`config.mk`:
```
export PLATFORM = sky130hd
export DESIGN_NAME = oneshot_dual_trig
export DESIGN_NICKNAME = d
export VERILOG_FILES = /design/src/rtl/oneshot_pkg.sv /design/src/rtl/os_edge_detect.sv /design/src/rtl/os_arm_tracker.sv /design/src/rtl/os_width_timer.sv /design/src/rtl/oneshot_dual_trig.sv
export SDC_FILE = /design/constraint.sdc
export NUM_CORES = 1
export LEC_CHECK = 0
export BUFFER_PORTS_ARGS = -buffer_cell sky130_fd_sc_hd__buf_2
export CAP_MARGIN = 30
export CORE_MARGIN = 8
export CORE_UTILIZATION = 35
export CTS_CLUSTER_DIAMETER = 120
export CTS_CLUSTER_SIZE = 28
export DETAILED_ROUTE_END_ITERATION = 6
export GPL_ROUTABILITY_DRIVEN = 0
export PLACE_DENSITY_LB_ADDON = 0.25
export SKIP_LAST_GASP = 1
export SLEW_MARGIN = 20
export SYNTH_ARGS = -nofsm -noshare
export SYNTH_HDL_FRONTEND = slang
export SYNTH_SLANG_ARGS = --single-unit
```
`constraint.sdc`:
```
create_clock -name clk -period 3.9 [get_ports clk]
set_clock_uncertainty 0.15 [all_clocks]
set_input_delay 0 -clock clk [delete_from_list [all_inputs] [get_ports clk]]
set_output_delay 0 -clock clk [all_outputs]
set_load 0.02 [all_outputs]
```
`src/rtl/oneshot_pkg.sv`:
```
// Package: shared types and helpers for the dual-trigger one-shot.
// Assumes nothing beyond IEEE 1800-2017 packed structs.
package oneshot_pkg;

    // Per-cycle edge observations on the three control inputs.
    typedef struct packed {
        logic fall_a;   // trig_fall went 1 -> 0
        logic rise_b;   // trig_rise went 0 -> 1
        logic rise_r;   // clr_n went 0 -> 1
    } os_edges_t;

    // Reload value for the down counter: length minus one, zero length as one.
    function automatic logic [31:0] reload_of(input logic [31:0] len);
        return (len == 32'd0) ? 32'd0 : len - 32'd1;
    endfunction

endpackage

```
`src/rtl/os_edge_detect.sv`:
```
// Module: os_edge_detect
// Registers the previous value of each control input and reports edges
// by comparing it with the present value. Assumes inputs are already
// synchronous to clk. During reset the history follows the inputs, so
// no edge is reported on the first cycle after reset.
module os_edge_detect
    import oneshot_pkg::*;
(
    input  logic      clk,
    input  logic      rst_n,
    input  logic      trig_fall,
    input  logic      trig_rise,
    input  logic      clr_n,
    output os_edges_t edges
);

    logic fall_q;
    logic rise_q;
    logic clr_q;

    // Purpose: keep one cycle of input history.
    always_ff @(posedge clk) begin
        if (!rst_n) begin
            fall_q <= trig_fall;
            rise_q <= trig_rise;
            clr_q  <= clr_n;
        end else begin
            fall_q <= trig_fall;
            rise_q <= trig_rise;
            clr_q  <= clr_n;
        end
    end

    // Purpose: compare history with the present to form edge flags.
    always_comb begin
        edges.fall_a = fall_q & ~trig_fall;
        edges.rise_b = ~rise_q & trig_rise;
        edges.rise_r = ~clr_q & clr_n & rst_n;
    end

endmodule

```
`src/rtl/os_arm_tracker.sv`:
```
// Module: os_arm_tracker
// Remembers whether, during the current low phase of clr_n, any clock
// saw trig_fall high or trig_rise low. The flag is the precondition for
// firing on the release of clr_n and clears once clr_n is high.
module os_arm_tracker (
    input  logic clk,
    input  logic rst_n,
    input  logic clr_n,
    input  logic trig_fall,
    input  logic trig_rise,
    output logic armed
);

    logic armed_q;

    // Purpose: set on the arming pattern while cleared, drop when released.
    always_ff @(posedge clk) begin
        if (!rst_n) begin
            armed_q <= 1'b0;
        end else if (clr_n) begin
            armed_q <= 1'b0;
        end else if (trig_fall || !trig_rise) begin
            armed_q <= 1'b1;
        end
    end

    assign armed = armed_q;

    // the flag can only be up if the clear was low on the previous clock.
    a_r8_arm_only_from_clear: assert property (@(posedge clk) disable iff (!rst_n)
        armed_q |-> $past(!clr_n));

endmodule

```
`src/rtl/os_width_timer.sv`:
```
// Module: os_width_timer
// Holds the pulse state and a down counter. On start it captures the
// length (zero treated as one) and then stays active for that many
// cycles. A low clr_n abandons the pulse at the next edge; the caller
// masks the output combinationally for the current cycle.
module os_width_timer
    import oneshot_pkg::*;
#(
    parameter int WIDTH_W = 8
) (
    input  logic               clk,
    input  logic               rst_n,
    input  logic               clr_n,
    input  logic               start,
    input  logic [WIDTH_W-1:0] len,
    output logic               active
);

    localparam logic [WIDTH_W-1:0] ZERO = '0;

    logic               active_q;
    logic [WIDTH_W-1:0] remain_q;
    logic [31:0]        reload_w;

    assign reload_w = reload_of(32'(len));

    // Purpose: run the pulse state and its down counter.
    always_ff @(posedge clk) begin
        if (!rst_n) begin
            active_q <= 1'b0;
            remain_q <= ZERO;
        end else if (!clr_n) begin
            active_q <= 1'b0;
            remain_q <= ZERO;
        end else if (start && !active_q) begin
            active_q <= 1'b1;
            remain_q <= reload_w[WIDTH_W-1:0];
        end else if (active_q) begin
            if (remain_q == ZERO) begin
                active_q <= 1'b0;
            end else begin
                remain_q <= remain_q - 1'b1;
            end
        end
    end

    assign active = active_q;

    // a low clear at an edge leaves the pulse abandoned afterwards.
    a_r7_clear_abandons: assert property (@(posedge clk) disable iff (!rst_n)
        !clr_n |=> !active_q);

    // a running pulse with count left keeps running and counts down by one.
    a_r5_no_retrigger: assert property (@(posedge clk) disable iff (!rst_n)
        (active_q && clr_n && remain_q != ZERO) |=>
            (active_q && remain_q == $past(remain_q) - 1'b1));

    // a pulse only begins from a start request.
    a_r6_begin_from_start: assert property (@(posedge clk) disable iff (!rst_n)
        $rose(active_q) |-> $past(start));

endmodule

```
`src/rtl/oneshot_dual_trig.sv`:
```
// Module: oneshot_dual_trig (top)
// Clocked non-retriggerable monostable with a falling-edge trigger, a
// rising-edge trigger, and an active-low clear whose release may fire
// after an arming pattern. Assumes all inputs synchronous to clk. The
// clear masks the output combinationally so a pulse stops in the same
// cycle the clear goes low.
module oneshot_dual_trig
    import oneshot_pkg::*;
#(
    parameter int WIDTH_W = 8
) (
    input  logic               clk,
    input  logic               rst_n,
    input  logic               clr_n,
    input  logic               trig_fall,
    input  logic               trig_rise,
    input  logic [WIDTH_W-1:0] width,
    output logic               pulse,
    output logic               pulse_n
);

    os_edges_t edges;
    logic      armed;
    logic      active;
    logic      fire_fall;
    logic      fire_rise;
    logic      fire_clr;
    logic      start;

    os_edge_detect u_edges (
        .clk       (clk),
        .rst_n     (rst_n),
        .trig_fall (trig_fall),
        .trig_rise (trig_rise),
        .clr_n     (clr_n),
        .edges     (edges)
    );

    os_arm_tracker u_arm (
        .clk       (clk),
        .rst_n     (rst_n),
        .clr_n     (clr_n),
        .trig_fall (trig_fall),
        .trig_rise (trig_rise),
        .armed     (armed)
    );

    // Purpose: qualify each edge by the level of the other trigger input.
    always_comb begin
        fire_fall = edges.fall_a & trig_rise;
        fire_rise = edges.rise_b & ~trig_fall;
        fire_clr  = edges.rise_r & armed & ~trig_fall & trig_rise;
        start     = clr_n & rst_n & ~active & (fire_fall | fire_rise | fire_clr);
    end

    os_width_timer #(
        .WIDTH_W (WIDTH_W)
    ) u_timer (
        .clk    (clk),
        .rst_n  (rst_n),
        .clr_n  (clr_n),
        .start  (start),
        .len    (width),
        .active (active)
    );

    // Purpose: drive the complementary outputs, masked by the clear.
    always_comb begin
        pulse   = active & clr_n;
        pulse_n = ~pulse;
    end

    // a qualified falling edge while idle turns the output on next cycle.
    a_r2_fall_fires: assert property (@(posedge clk) disable iff (!rst_n)
        (edges.fall_a && trig_rise && clr_n && !active) |=> active);

    // with the blocking levels present and no clear release, nothing starts.
    a_r4_blocked_idle: assert property (@(posedge clk) disable iff (!rst_n)
        (!active && trig_fall && !trig_rise && !edges.rise_r) |=> !active);

endmodule

```
# Word-level counts from Yosys, hierarchy flattened
# Index checks and enable logic that the tools add are counted.
[op_classes] add_sub_neg=2 n_eq_ne=1 muxes=7 bitwise=21 reduce_logical=10
[ops] op="8-bit 2-to-1 mux" n=4
[ops] op="8-bit logical NOT" n=2
[ops] op="8-bit by 1-bit subtractor with 8-bit output (second input constant)" n=2
[ops] op="1-bit AND" n=13
[ops] op="1-bit NOT" n=6
[ops] op="2-bit AND reduction" n=2
[ops] op="1-bit 2-to-1 mux" n=3
[ops] op="1-bit logical NOT" n=2
[ops] op="2-bit by 1-bit inequality test with 1-bit output (second input constant)" n=1
[ops] op="1-bit OR" n=2
[ops] op="2-bit nonzero test" n=1
[ops] op="2-bit OR reduction" n=1
[ops] op="1-bit logical AND" n=1
[ops] op="1-bit logical OR" n=1
[totals] ff_bits=13 inputBits=13 out_inout_bits=2

# Depth between registers and ports, before layout
# Gate-level depths: netlist of the first run.
[logic_depth] depth_word=11 depth_mapped=6 mapped_depth_nobuf=6

# Modules after synthesis
# A second synthesis of the first run with hierarchy kept.
[hier_totals] hier_cells=105 area_unflattened_um2=923.4
[modules_own_cells] mod="os_width_timer" instances=1 cells_each=88 area_per_inst_um2=752.0
[modules_own_cells] mod="os_edge_detect" instances=1 cells_each=6 area_per_inst_um2=81.3
[modules_own_cells] mod="os_arm_tracker" instances=1 cells_each=4 area_per_inst_um2=46.3
[modules_own_cells] mod="oneshot_dual_trig" instances=1 cells_each=7 area_per_inst_um2=43.8

# Worst setup path before layout of the first run
# No wires, ideal clock.
[synth_timing] path_kind="register to register" startpoint="reg u_timer.remain_q[0]" endpoint="reg u_timer.remain_q[1]" setup_ns=0.073 arrival_time_ns=1.675 t_required_ns=3.677 setup_slack_ns=2.003 stages_incl_launch_ff=7 path_cell_list="dfxtp_1 inv_1 ha_1 or4b_4 o21ai_2 mux2_2 o22ai_2"
[synth_via] elab_chain_len=4 word_cells_on_any_way=7
[synth_lines] element="start, declared" line_no="os_width_timer.sv:22" text="logic [WIDTH_W-1:0] remain_q;"
[synth_lines] element="start signal, assigned" line_no="os_width_timer.sv:37" text="remain_q <= reload_w[WIDTH_W-1:0];"
[synth_lines] element="start signal, assigned" line_no="os_width_timer.sv:42" text="remain_q <= remain_q - 1'b1;"
[synth_lines] element="8-bit by 1-bit subtractor with 8-bit output" line_no="os_width_timer.sv:42"
[synth_lines] element="8-bit 2-to-1 mux" line_no="os_width_timer.sv:39" text="if (remain_q == ZERO) begin"
[synth_lines] element="8-bit 2-to-1 mux" line_no="os_width_timer.sv:38" text="end else if (active_q) begin"
[synth_lines] element="8-bit 2-to-1 mux" line_no="os_width_timer.sv:35" text="end else if (start && !active_q) begin"
# Parallel ways exist; a longest one is shown, timed or not. The select of a mux whose other input is x is not followed.
# A chain may end at the register's enable or synchronous reset.

# Worst setup path in the final report of the first run
# Ends and elaborated chain as after synthesis.

==> flow_metrics.py, run 1 <==
metrics = {
    "clocking": {
        "clk_pin_slew_ns": 0.07,
        "clkSinkCount": 13,
        "postCtsSetupBuffers": 0,
        "insertion_delay_ns": 0.26,
        "cts_tree": "yes",
        "cts_root_buffer": "clkbuf_4",
        "htree_num_levels": 1,
        "cts_hold_buffers": 10,
        "post_cts_resized": 0,
        "cts_max_path_buffers": 2,
        "numCtsBuffers": 3,
    },
    "timing": {
        "timing.final.ws_setup_ns": 1.88,
        "drv_slew": 0,
        "relSlewSlack_pct": 66.1,
        "max_freq_ghz": 0.494,
        "finalHoldViolations": 0,
        "rsz0062_at_grt": "false",
        "tightest_slew_ns": 0.502,
        "period_needed_ns": 2.02,
        "holdWs_ns": 0.0485,
        "finalSetupViolCount": 0,
        "setup_tns_ns": 0,
        "period_share_pct": 51.9,
    },
    "power": {
        "internal_power_mw": 0.201,
        "power.total_mw": 0.267,
        "power_density_mw_per_mm2": 258,
        "power_frac_seq_pct": 52.3,
        "switching_share_pct": 24.6,
        "leakage_nw": 0.431,
        "vdd_drop_max_mv": 0.152,
        "combPwrFrac_pct": 18.3,
        "switching_power_mw": 0.0658,
        "p_clk_share_pct": 29.4,
    },
    "drt": {
        "drcViolationCount": 0,
        "vias_per_cell": 5.11,
        "routed_wirelength_um": 1960,
        "firstDrtPassIters": 4,
        "wl_per_cell_um": 13.3,
        "antenna_left": 0,
        "dr_total_vias": 751,
        "drt_iter0_drc": 17,
    },
    "grt": {
        "grt_pass1_vias": 763,
        "grt_overflow_total": 0,
        "grt_pass1_wl_um": 3350,
        "grt_max_degree": 10,
        "grt_usage_pct": 10.1,
        "antenna_found_initial": 0,
    },
    "floorplanning": {
        "dieArea_mm2": 0.00413,
        "io_pins": 15,
        "num_rows": 17,
        "die_x_um": 64.2,
        "die_y_um": 64.2,
        "core-area_mm2": 0.00221,
        "initial_core_util_pct": 36.8,
    },
    "critical_path": {
        "critPathCaptureType": "register",
        "critPathMaxStageDelay_ns": 0.48,
        "cp_top_family": "simple AND/OR/NAND/NOR gates",
        "worstPathArrival_ns": 2.07,
        "r2r_cells": 6,
        "startpoint_type": "register",
        "slowest_stage": "or4b_4",
        "path_cells": "inv_1 -> ha_1 -> or4b_4 -> o21ai_2 -> mux2_2 -> o22ai_2",
        "worst-path-max-fanout": 3,
        "path_class": "reg -> reg",
        "crit_cells": 6,
        "crit_required_ns": 3.94,
        "path_buf_inv": 1,
    },
    "placement": {
        "place_inst": 133,
        "dp_slack_ns": 1.90,
        "io_buffers": 14,
        "place_hpwl_um": 1500,
    },
    "layout": {
        "synthToLayoutAreaGrowth_pct": 27.0,
        "drive_above_1_share_pct": 18.5,
        "final_nets": 137,
        "nFillCells": 235,
        "fin_cells": 147,
        "diodes": 0,
    },
    "logic_synthesis": {
        "ys_types": 32,
        "syn_area_um2": 815,
        "ys_warn_count": 0,
        "syn-num-nets": 109,
        "ys_seq_elements": 13,
        "synthCells": 92,
        "ys_seq_area_share_pct": 32.0,
        "avgSynthCellArea_um2": 8.85,
    },
    "status": {
        "status": "finished clean",
    },
    "run": {
        "maxCapViolCount": 0,
    },
    "hold_path": {
        "min_path_cells": 4,
        "min_path_type": "in -> reg",
    },
}
## worst register-to-register path, cell delays in order (launching register included)
cell and delay, ns:
dfxtp_1 0.33, inv_1 0.12, ha_1 0.19, or4b_4 0.48
o21ai_2 0.22, mux2_2 0.37, o22ai_2 0.10
## area by class of cell
class | count | area (um^2) | area share [%]
clock buffer | 4 | 26.3 | 2.54
tap | 28 | 35.0 | 3.39
timing repair buffer | 24 | 170 | 16.4
inverter | 6 | 22.5 | 2.18
multi-input combinational | 72 | 520 | 50.3
sequential | 13 | 260 | 25.2
## sequential cells by signal, summed over array words and instances, names as in the netlist
signal            cells
u_edges.fall_q        1
u_timer.remain_q      8
u_timer.active        1
u_edges.rise_q        1
u_arm.armed           1
u_edges.clr_q         1
## synthesized netlist by cell type (all sizes together)
master	count	area, um^2
a311o	1	10.0
nor2	11	41.3
nor2b	1	6.26
nor3b	4	30.0
buf	1	11.3
a211oi	1	7.51
nor3	5	25.0
nand4	1	6.26
xnor2	4	35.0
nand2b	1	6.26
a2111oi	1	8.76
o2bb2a	1	10.0
o21ai	3	18.8
or3b	1	8.76
or3	2	12.5
or4b	1	13.8
a41oi	1	8.76
a21oi	3	15.0
nor4b	3	26.3
inv	6	22.5
a21o	1	7.51
nor4	1	6.26
mux2	1	11.3
nand3	2	22.5
ha	4	50.1
o22ai	6	43.8
nand2	5	18.8
dfxtp	13	260
mux2i	7	70.1
## path summary, 6_finish.rpt
check | slack [ns] | from | end
worst max-delay path | 1.88 | u_timer.remain_q[0] | u_timer.remain_q[1]
worst min-delay path | 0.05 | width[1] | u_timer.remain_q[1]
worst max register to register | 1.88 | u_timer.remain_q[0] | u_timer.remain_q[1]
worst min register to register | 0.44 | u_arm.armed | u_arm.armed
## power by group through the flow
| stage | Clock [mW] | Sequential, mW | Combinational [mW] |
|---|---|---|---|
| final | 0.0785 | 0.140 | 0.0488 |
| after global routing | 0.0877 | 0.140 | 0.0535 |
| after CTS | 0.0822 | 0.140 | 0.0486 |
| after detailed placement | 0 | 0.143 | 0.0408 |
| after global placement | 0 | 0.143 | 0.0404 |
| after floorplan | 0 | 0.142 | 0.0251 |
## routing by layer
metal  global-route usage (%)  vias to the layer above  share of wire, %
met4                     5.72                        0               1.1
li1                         -                      397                 -
met5                        0                        -                 0
met1                     11.9                      342                49
met3                     2.26                        2               2.1
met2                     16.3                       10                47
## cells in the final DEF, fill, tap and decap left out, drive strengths merged, types with 5 or more instances in the layout
cell type,n
dlygate4sd3,10
buf,14
dfxtp,13
nor2,11
inv,6
nand2,5
mux2i,7
o22ai,6
nor3,5
## cells by family after synthesis
kind of cell / synth area share [%]
and+or+nand+nor: 27.5
AOI/OAI and AO/OA: 16.0
DFF: 32.0
muxes: 9.98
buffers and inverters: 4.15
xor gates and xnor gates: 4.30
adders and majority gates: 6.14
## through the flow
step                utilization [%]  instance area (um^2)
global route                   46.8                  1030
CTS                            46.8                  1030
detailed placement             41.1                   908
global placement               41.1                   908
floorplan                         -                   815
finish                         46.8                  1030
(Power assumes the default switching activity.)
==> inputs of run 2 (changes only) <==
==> constraint.sdc (replaced) <==
create_clock -name clk -period 1.7 [get_ports clk]
set_clock_uncertainty 0.15 [all_clocks]
set_input_delay 0 -clock clk [delete_from_list [all_inputs] [get_ports clk]]
set_output_delay 0 -clock clk [all_outputs]
set_load 0.02 [all_outputs]
==> run 2 against run 1 <==
  * The run now ends with setup timing left
  * First-iteration DRC count decreased by 12%
  * Via count increased by 9.7%
  * Critical path depth unchanged
  * Final cell count increased by 12%
  * Non-clock buffer count increased by 17
  * Total power increased by 150%
  * Combinational power increased to 2.9 times the previous value
  * Critical path type unchanged
  * Critical endpoint unchanged
  * Highest routed layer unchanged
==> flow_metrics.py, run 2 (synthesis results as in run 1) <==
metrics = {
    "layout": {
        "fin_cells": 164,
        "final_nets": 154,
        "fin_util_pct": 55.3,
        "drive_above_1_share_pct": 36.8,
        "layout_common_cells": "buf_2 (14), buf_4 (14), nor2_1 (10), dlygate4sd3_1 (10), dfxtp_1 (10)",
        "diodes": 0,
        "synthToLayoutAreaGrowth_pct": 50.2,
        "nFillCells": 200,
        "regMostFlops": "u_timer.remain_q",
        "largest_reg_flops": 8,
        "stdcell_area_mm2": 0.00122,
    },
    "timing": {
        "period_needed_ns": 1.83,
        "setup_tns_ns": -0.326,
        "relSlewSlack_pct": 70.8,
        "holdWs_ns": 0.0129,
        "tightest_slew_ns": 0.432,
        "timing.final.ws_setup_ns": -0.125,
        "finalHoldViolations": 0,
        "max_freq_ghz": 0.548,
        "rsz0062_at_grt": "true",
        "period_share_pct": 107,
        "finalSetupViolCount": 4,
        "drv_slew": 0,
    },
    "power": {
        "combPwrFrac_pct": 21.6,
        "leakage_nw": 0.536,
        "power_density_mw_per_mm2": 540,
        "switching_share_pct": 27.7,
        "power_frac_seq_pct": 48.2,
        "vdd_drop_max_mv": 0.307,
        "switching_power_mw": 0.183,
        "p_clk_share_pct": 30.2,
        "internal_power_mw": 0.478,
        "power.total_mw": 0.661,
    },
    "run": {
        "maxCapViolCount": 0,
    },
    "critical_path": {
        "path_class": "reg -> reg",
        "worstPathArrival_ns": 1.88,
        "worst-path-max-fanout": 3,
        "crit_required_ns": 1.76,
        "r2r-start": "u_timer.remain_q[1]",
        "r2r-end": "u_timer.remain_q[1]",
        "r2r_setup_slack_ns": -0.13,
        "startpoint_type": "register",
        "r2r_cells": 6,
        "critPathCaptureType": "register",
    },
    "floorplanning": {
        "dieArea_mm2": 0.00413,
        "die_y_um": 64.2,
        "initial_core_util_pct": 36.8,
        "die_x_um": 64.2,
        "core-area_mm2": 0.00221,
        "io_pins": 15,
        "num_rows": 17,
    },
    "drt": {
        "routed_wirelength_um": 2190,
        "antenna_left": 0,
        "dr_total_vias": 824,
        "wl_per_cell_um": 13.3,
        "drcViolationCount": 0,
        "vias_per_cell": 5.02,
        "firstDrtPassIters": 4,
        "drt_iter0_drc": 15,
    },
    "clocking": {
        "htree_num_levels": 1,
        "clkSinkCount": 13,
        "cts_tree": "yes",
        "cts_root_buffer": "clkbuf_4",
        "insertion_delay_ns": 0.28,
        "numCtsBuffers": 3,
        "clk_pin_slew_ns": 0.09,
        "cts_max_path_buffers": 2,
    },
    "grt": {
        "grt_usage_pct": 10.7,
        "grt_pass1_wl_um": 3640,
        "grt_pass1_vias": 860,
        "antenna_found_initial": 0,
        "grt_overflow_total": 0,
        "grt_max_degree": 9,
    },
    "hold_path": {
        "hold_path_end": "u_timer.remain_q[4]",
        "min_from": "width[3]",
        "min_path_type": "in -> reg",
        "min_path_cells": 4,
    },
    "status": {
        "status": "finished with violations",
        "failed_checks": "setup timing",
    },
    "placement": {
        "place_hpwl_um": 1660,
        "dp_slack_ns": -0.0882,
        "place_area_mm2": 0.00105,
        "place_inst": 148,
        "io_buffers": 14,
    },
}
run 2: changes by cell type in the layout (fill, tap and decap cells not counted), sizes merged:
cell	delta
buf	+17
clkbuf	-1
clkinv	+1
run 2: layout make-up:
type                       instances  area (um^2)  share of cell area, %
multi-input combinational         72          566                   46.2
timing repair buffer              41          309                   25.3
sequential                        13          264                   21.6
tap                               28         35.0                   2.86
clock buffer                       3         22.5                   1.84
inverter                           6         22.5                   1.84
clock inverter                     1         5.00                  0.409
run 2: power by group through the flow:
stage / Sequential (mW) / Combinational [mW] / Clock (mW)
global placement: 0.325 / 0.112 / 0
finish: 0.319 / 0.142 / 0.200
global route: 0.320 / 0.156 / 0.213
CTS: 0.319 / 0.135 / 0.202
detailed placement: 0.326 / 0.114 / 0
floorplan: 0.326 / 0.0605 / 0
run 2: how the worst max path moves through the flow:
stage	startpoint	end	slack (ns)	cells past startpoint
2_1_floorplan	u_timer.remain_q[1]	u_timer.remain_q[1]	-0.06	6
3_3_place_gp	u_timer.remain_q[1]	u_timer.remain_q[1]	-0.06	6
3_5_place_dp	u_timer.remain_q[1]	u_timer.remain_q[1]	-0.09	6
4_1_cts	u_timer.remain_q[0]	u_timer.remain_q[1]	-0.12	6
5_1_grt	u_timer.remain_q[1]	u_timer.remain_q[1]	-0.17	6
6_report	u_timer.remain_q[1]	u_timer.remain_q[1]	-0.13	6
run 2: timing repair:
| item | 4_1_cts | 5_1_grt |
|---|---|---|
| resized for setup | 5 | 3 |
| buffers inserted | 0 | 2 |
| hold buffers | 10 | 0 |
| pin swaps | 2 | 3 |
| cloned | 0 | 0 |
| setup endpoints to repair | 3 | 7 |
| hold endpoints to repair | 11 | 0 |
run 2: critical path, cell delays in order, from the launching register on:
cell	delay, ns
dfxtp_2	0.33
inv_2	0.07
ha_4	0.13
or4b_4	0.48
o21ai_4	0.19
mux2_4	0.32
o22ai_2	0.08
run 2: layer usage:
| layer | part of all wire [%] | GRT usage, % | wire, um | up-vias |
|---|---|---|---|---|
| met5 | 0 | 0 | 0 | - |
| met2 | 52 | 18.8 | 1140 | 10 |
| met4 | 1.2 | 6.54 | 27 | 0 |
| li1 | - | - | - | 429 |
| met1 | 45 | 12.2 | 989 | 383 |
| met3 | 1.5 | 1.05 | 33 | 2 |
